===== src/rtl/pclk_divgen_pkg.sv =====
`timescale 1ns/1ps
package pclk_divgen_pkg;

  localparam int RegW    = 32;
  localparam int DivW    = 6;
  localparam int NumRef  = 3;
  localparam int NumGate = 2;
  localparam int NumStg  = 2;

  // field positions inside the control word
  localparam int SelLsb  = 4;
  localparam int ExtBit  = 6;
  localparam int Div0Lsb = 8;
  localparam int Div1Lsb = 20;

  localparam logic [RegW-1:0] DivFieldOnes = RegW'((1 << DivW) - 1);
  localparam logic [RegW-1:0] PathMask =
      (DivFieldOnes << Div1Lsb) | (DivFieldOnes << Div0Lsb) |
      (RegW'(1) << ExtBit) | (RegW'(3) << SelLsb);

  typedef struct packed {
    logic [1:0]      srcSel;
    logic            extSel;
    logic [DivW-1:0] div0;
    logic [DivW-1:0] div1;
  } path_cfg_t;

  typedef struct packed {
    path_cfg_t            cfg;
    logic [NumGate-1:0]   gateOn;
  } ctl_strobe_t;

  typedef struct packed {
    logic periodEnd;
    logic cfgSlot;
  } dp_status_t;

  function automatic path_cfg_t decodeCtrl(input logic [RegW-1:0] w);
    path_cfg_t c;
    c.srcSel = w[SelLsb +: 2];
    c.extSel = w[ExtBit];
    c.div0   = w[Div0Lsb +: DivW];
    c.div1   = w[Div1Lsb +: DivW];
    return c;
  endfunction

  // source codes 0 and 1 share the first reference
  function automatic logic [1:0] refIndex(input logic [1:0] sel);
    return (sel < 2'd2) ? 2'd0 : (sel - 2'd1);
  endfunction

endpackage


===== src/rtl/pclk_div_stage.sv =====
`timescale 1ns/1ps
module pclk_div_stage
  import pclk_divgen_pkg::*;
#(
  parameter int W = DivW
) (
  input  logic         clk,
  input  logic         rstN,
  input  logic         tickIn,
  input  logic [W-1:0] divisor,
  output logic         tickOut,
  output logic         atZero
);

  logic [W-1:0] cnt;
  logic [W-1:0] limit;
  logic         term;

  // one-based divisor, zero behaves as one
  assign limit   = (divisor == '0) ? '0 : (divisor - W'(1));
  assign term    = (cnt == limit);
  assign tickOut = tickIn & term;
  assign atZero  = (cnt == '0);

  always_ff @(posedge clk or negedge rstN) begin
    if (!rstN) begin
      cnt <= '0;
    end else if (tickIn) begin
      cnt <= term ? '0 : (cnt + W'(1));
    end
  end

endmodule


===== src/rtl/pclk_dp.sv =====
`timescale 1ns/1ps
module pclk_dp
  import pclk_divgen_pkg::*;
(
  input  logic               clk,
  input  logic               rstN,
  input  logic [NumRef-1:0]  refTick,
  input  logic               extTick,
  input  ctl_strobe_t        ctl,
  output logic [NumGate-1:0] clkEn,
  output dp_status_t         stat
);

  logic                srcTick;
  logic [NumStg:0]     chainTick;
  logic [NumStg-1:0]   zeroVec;
  logic [DivW-1:0]     divs [NumStg];
  logic                pathTick;

  assign srcTick      = refTick[refIndex(ctl.cfg.srcSel)];
  assign chainTick[0] = srcTick;
  assign divs[0]      = ctl.cfg.div0;
  assign divs[1]      = ctl.cfg.div1;

  for (genvar s = 0; s < NumStg; s++) begin : g_stage
    pclk_div_stage #(.W(DivW)) u_stage (
      .clk     (clk),
      .rstN    (rstN),
      .tickIn  (chainTick[s]),
      .divisor (divs[s]),
      .tickOut (chainTick[s+1]),
      .atZero  (zeroVec[s])
    );
  end

  assign stat.periodEnd = chainTick[NumStg];
  // a new setting may load at a period end, or while parked at a boundary
  assign stat.cfgSlot   = chainTick[NumStg] | ((&zeroVec) & ~srcTick);

  assign pathTick = ctl.cfg.extSel ? extTick : chainTick[NumStg];

  for (genvar g = 0; g < NumGate; g++) begin : g_gate
    always_ff @(posedge clk or negedge rstN) begin
      if (!rstN) begin
        clkEn[g] <= 1'b0;
      end else begin
        clkEn[g] <= ctl.gateOn[g] & pathTick;
      end
    end
  end

endmodule


===== src/rtl/pclk_ctl.sv =====
`timescale 1ns/1ps
module pclk_ctl
  import pclk_divgen_pkg::*;
#(
  parameter bit TWO_OUT     = 1'b1,
  parameter bit FABRIC_GATE = 1'b0,
  parameter int ADDR_W      = 8,
  parameter int GATE_OFS    = 8
) (
  input  logic              clk,
  input  logic              rstN,
  input  logic              regWr,
  input  logic [ADDR_W-1:0] regAddr,
  input  logic [RegW-1:0]   regWdata,
  output logic [RegW-1:0]   regRdata,
  input  dp_status_t        stat,
  output ctl_strobe_t       ctl
);

  localparam logic [RegW-1:0] GateMask =
      FABRIC_GATE ? '0 : (TWO_OUT ? RegW'(3) : RegW'(1));
  localparam logic [RegW-1:0] CtrlMask = PathMask | GateMask;

  logic [RegW-1:0]    ctrlQ;
  path_cfg_t          activeQ;
  logic               ctrlHit;
  logic               atGate;
  logic [NumGate-1:0] gateVec;
  logic [RegW-1:0]    gateRd;

  assign ctrlHit = regWr && (regAddr == ADDR_W'(0));
  assign atGate  = (regAddr == ADDR_W'(GATE_OFS));

  always_ff @(posedge clk or negedge rstN) begin
    if (!rstN) begin
      ctrlQ   <= '0;
      activeQ <= '0;
    end else begin
      if (stat.cfgSlot) begin
        activeQ <= decodeCtrl(ctrlQ);
      end
      if (ctrlHit) begin
        ctrlQ <= regWdata & CtrlMask;
      end
    end
  end

  if (FABRIC_GATE) begin : g_fab
    logic gateOffQ;
    always_ff @(posedge clk or negedge rstN) begin
      if (!rstN) begin
        gateOffQ <= 1'b1;
      end else if (regWr && atGate) begin
        gateOffQ <= regWdata[0];
      end
    end
    assign gateVec = {1'b0, ~gateOffQ};
    assign gateRd  = {{(RegW-1){1'b0}}, gateOffQ};
  end else begin : g_inline
    assign gateVec = ctrlQ[NumGate-1:0];
    assign gateRd  = '0;
  end

  always_comb begin
    regRdata = '0;
    if (regAddr == ADDR_W'(0)) begin
      regRdata = ctrlQ;
    end else if (FABRIC_GATE && atGate) begin
      regRdata = gateRd;
    end
  end

  assign ctl.cfg    = activeQ;
  assign ctl.gateOn = gateVec;

endmodule


===== src/rtl/pclk_divgen.sv =====
`timescale 1ns/1ps
module pclk_divgen
  import pclk_divgen_pkg::*;
#(
  parameter bit TWO_OUT     = 1'b1,
  parameter bit FABRIC_GATE = 1'b0,
  parameter int ADDR_W      = 8,
  parameter int GATE_OFS    = 8
) (
  input  logic              clk,
  input  logic              rstN,
  input  logic [2:0]        refTick,
  input  logic              extTick,
  input  logic              regWr,
  input  logic [ADDR_W-1:0] regAddr,
  input  logic [31:0]       regWdata,
  output logic [31:0]       regRdata,
  output logic [1:0]        clkEn
);

  ctl_strobe_t ctlS;
  dp_status_t  dpStat;

  pclk_ctl #(
    .TWO_OUT     (TWO_OUT),
    .FABRIC_GATE (FABRIC_GATE),
    .ADDR_W      (ADDR_W),
    .GATE_OFS    (GATE_OFS)
  ) u_ctl (
    .clk      (clk),
    .rstN     (rstN),
    .regWr    (regWr),
    .regAddr  (regAddr),
    .regWdata (regWdata),
    .regRdata (regRdata),
    .stat     (dpStat),
    .ctl      (ctlS)
  );

  pclk_dp u_dp (
    .clk     (clk),
    .rstN    (rstN),
    .refTick (refTick),
    .extTick (extTick),
    .ctl     (ctlS),
    .clkEn   (clkEn),
    .stat    (dpStat)
  );

endmodule


===== config.mk =====
export PLATFORM = sky130hd
export DESIGN_NAME = pclk_divgen
export DESIGN_NICKNAME = d
export VERILOG_FILES = /design/src/rtl/pclk_divgen_pkg.sv /design/src/rtl/pclk_div_stage.sv /design/src/rtl/pclk_dp.sv /design/src/rtl/pclk_ctl.sv /design/src/rtl/pclk_divgen.sv
export SDC_FILE = /design/constraint.sdc
export NUM_CORES = 1
export LEC_CHECK = 0
export BUFFER_PORTS_ARGS = -buffer_cell sky130_fd_sc_hd__buf_2
export CORE_MARGIN = 8
export CORE_UTILIZATION = 40
export CTS_BUF_LIST = sky130_fd_sc_hd__clkbuf_8
export DETAILED_ROUTE_END_ITERATION = 10
export PLACE_DENSITY_LB_ADDON = 0.3
export SYNTH_ARGS = -nofsm -noshare
export SYNTH_HDL_FRONTEND = slang
export SYNTH_SLANG_ARGS = --single-unit

===== constraint.sdc =====
create_clock -name clk -period 3.1 [get_ports clk]
set_input_delay 0.62 -clock clk [delete_from_list [all_inputs] [get_ports clk]]
set_output_delay 0.62 -clock clk [all_outputs]
set_load 0.01 [all_outputs]

==> out/metrics.yaml <==
status: "completed"
finalMaxSlewViolations: 0
die_width_um: 98.9
hold_violations: 0
seq_area_sq_um: 1150
synth_edf_count: 0
ctsHoldBuffers: 0
die_h_um: 98.9
routed-via-count: 2034
cts_max_level: 2
end_kind: "register"
cts_made_buffers: 5
final_layout_size_suffix_gt1_share_pct: 33.9
num_antenna_cells: 0
rsz0062_at_grt: "no"
cap_violations: 0
overflow: 0
synth_top_family_by_area: "simple AND/OR/NAND/NOR gates"
routed_wl_um: 5500
gp_congestion: 0.778
hpwl_um: 4210
antenna_found_initial: 0
grt_pass1_vias: 2139
yosysWarnings: 0
cts_root_buf: "clkbuf_8"
synth_compound_area_share_pct: 10.3
finalCritPeriodShare_pct: 90.6
synth-async-reset-ratio_pct: 100
io_buffers: 50
cp.arrival_ns: 3.02
cts.sinks: 46
netlist_area_sq_um: 2750
synth_fa_ha_area_share_pct: 2.73
drtPass1Iterations: 4
via_per_inst: 5.14
placeableCoreArea_sq_um: 6720
rr_endpoint: "u_dp.g_stage[1].u_stage.cnt[5]$_DFFE_PN0N_"
antenna_left: 0
clock_latency_ns: 0.31
synth-xor-area-share_pct: 2.87
p_leak_nw: 1.58
syn2layout_area_growth_pct: 15.2
drcViolationCount: 0
worst_pin_slew_ns: 1.01
synth_seq_cells: 46
cts_tree: "done"
crit_path_max_fanout: 7
yosys.area_share.simple_pct: 18.4
synth_top_flop_cell: "dfrtp_1"
tns_ns: 0
slew_headroom_pct: 32.5
multi_input_area_sq_um: 1460
die_area_sq_um: 9770
syn_inst: 261
slowest_stage: "dfrtp_1"
peakVddDrop_uv: 262
path_cells: "nor3_1 > nor2b_1 > mux2_2 > a2111oi_2 > buf_4 > nand3_1 > nand2b_1 > o31ai_1"
final_util_pct: 47.1
syn_area_per_cell_sq_um: 10.5
cpPeakStageDelay_ns: 0.45
crit_type: "reg -> reg"
grt_usage_pct: 11.8
power_density_nw_per_um2: 421
cts_max_path_buffers: 2
setup_viol: 0
grt_max_degree: 47
grt_pass1_wl_um: 9670
hp-class: "in -> async"
start_util_pct: 40.9
fin_skew_ns: 0.0112
synthDistinctLibCells: 45
reg2reg_from: "u_ctl.ctl[12]$_DFFE_PN0P_"
drt_iter0_drc: 65
ys_seq_area_share_pct: 41.9
fillCellCount: 607
ios: 81
cp-start-kind: "register"
muxShareOfSynthArea_pct: 16.4
path_clk_slew_ns: 0.10
nets: 368
rrSetupSlack_ns: 0.29
post_drt_wl_per_cell_um: 13.9
fmax_mhz: 356
fin_crit_ns: 2.81
crit_required_ns: 3.31
reg2reg_depth: 8
num_rows: 30
[cell usage in the layout, fill, tap and decap left out, drive strengths merged, types with 2 or more instances in the layout]
| master | instances |
|---|---|
| xnor2 | 3 |
| o21ai | 14 |
| nor2 | 5 |
| dfrtp | 46 |
| conb | 15 |
| and3 | 2 |
| nand2b | 8 |
| and2 | 19 |
| nor4 | 4 |
| o32ai | 2 |
| a31oi | 2 |
| xor2 | 6 |
| o22ai | 2 |
| ha | 6 |
| a21oi | 5 |
| a22oi | 3 |
| o31ai | 4 |
| inv | 11 |
| a21o | 2 |
| clkbuf | 5 |
| mux2 | 34 |
| or2 | 4 |
| or3 | 4 |
| or4 | 5 |
| nor2b | 4 |
| nand2 | 12 |
| mux2i | 3 |
| buf | 56 |
| nand3 | 12 |
| nor3 | 6 |
| nor3b | 2 |
[worst max path at each step]
stage / end / slack [ns] / cells after the start / startpoint
3_5_place_dp: u_ctl.ctl[15]$_DFFE_PN0P_ / 0.16 / 10 / u_ctl.ctl[3]$_DFFE_PN0P_
5_1_grt: u_dp.g_stage[1].u_stage.cnt[5]$_DFFE_PN0N_ / 0.05 / 10 / u_ctl.ctl[8]$_DFFE_PN0P_
4_1_cts: u_ctl.ctl[9]$_DFFE_PN0P_ / 0.12 / 10 / u_ctl.ctl[3]$_DFFE_PN0P_
2_1_floorplan: u_ctl.ctl[12]$_DFFE_PN0P_ / 0.31 / 10 / u_ctl.ctl[2]$_DFFE_PN0P_
6_report: u_dp.g_stage[1].u_stage.cnt[5]$_DFFE_PN0N_ / 0.29 / 8 / u_ctl.ctl[12]$_DFFE_PN0P_
3_3_place_gp: u_ctl.ctl[10]$_DFFE_PN0P_ / 0.22 / 10 / u_ctl.ctl[3]$_DFFE_PN0P_
[critical path: cells and delay by family, from the launching register on]
kind | cells | cell delay, ns
and+or+nand+nor | 4 | 1.12
muxes | 1 | 0.37
buffers and inverters | 1 | 0.20
DFF | 1 | 0.45
AOI/OAI and AO/OA | 2 | 0.58
[sequential cells by signal, indices dropped and copies added (netlist names)]
signal,flops
u_dp.clkEn,2
u_ctl.ctl,15
u_ctl.ctrlQ,17
u_dp.g_stage.u_stage.cnt,12
[synthesized netlist by cell type (5+ instances only)]
library cell,number,area (sq um)
dfrtp_1,46,1150
mux2_2,24,270
and2_1,19,119
buf_4,15,113
o21ai_0,14,70.1
nand3_1,12,60.1
nand2_1,11,41.3
inv_1,10,37.5
mux2_4,10,150
nand2b_1,8,50.1
ha_1,6,75.1
nor3_1,6,30.0
xor2_1,6,52.6
a21oi_1,5,25.0
clkbuf_1,5,18.8
nor2_1,5,18.8
or4_1,5,37.5
[report_power, final]
group / internal [mW] / total, mW / leakage [nW] / switching [mW]
clock: 0.242 / 0.462 / 0.0585 / 0.221
sequential: 0.635 / 0.696 / 0.612 / 0.0619
combinational: 0.0905 / 0.175 / 0.909 / 0.0843
total: 0.967 / 1.33 / 1.58 / 0.367
[stage by stage]
stage                     power, mW  hold slack [ns]  area [sq um]  instances  setup slack, ns
after detailed placement      0.885            0.505          3050        388            0.162
after CTS                      1.35            0.527          3160        396            0.125
after global placement        0.877            0.504          3050        388            0.216
after global routing           1.40            0.529          3160        396           0.0508
after floorplan               0.824            0.324          2800        275            0.312
final                          1.33            0.480          3160        396            0.290
[cell type report]
class,instances,area share (%)
clock buffers,5,2.17
clock inverters,3,1.38
inverters,10,1.19
multi-input cells,196,46.0
flip-flops and latches,46,36.4
well taps,80,3.16
repair buffers,56,9.73
[per-layer routing]
metal / up-vias / GRT usage [%] / routed length, um
met5: - / 0 / 0
met4: 0 / 2.13 / 40
met3: 5 / 4.44 / 405
met2: 59 / 19.0 / 2430
met1: 965 / 14.8 / 2630
li1: 1005 / - / -
[cell families after synthesis]
group | count (synthesis)
adders and majority gates | 6
xor gates and xnor gates | 9
AOI/OAI and AO/OA | 40
buffers and inverters | 33
and+or+nand+nor | 89
other | 1
DFF | 46
muxes | 37
[what timing repair did]
action / CTS / global route
endpoints found under the setup margin: 0 / 15
buffers inserted: 0 / 0
gates resized for setup: 0 / 1
Note: power is estimated with default switching activity, not from simulation.
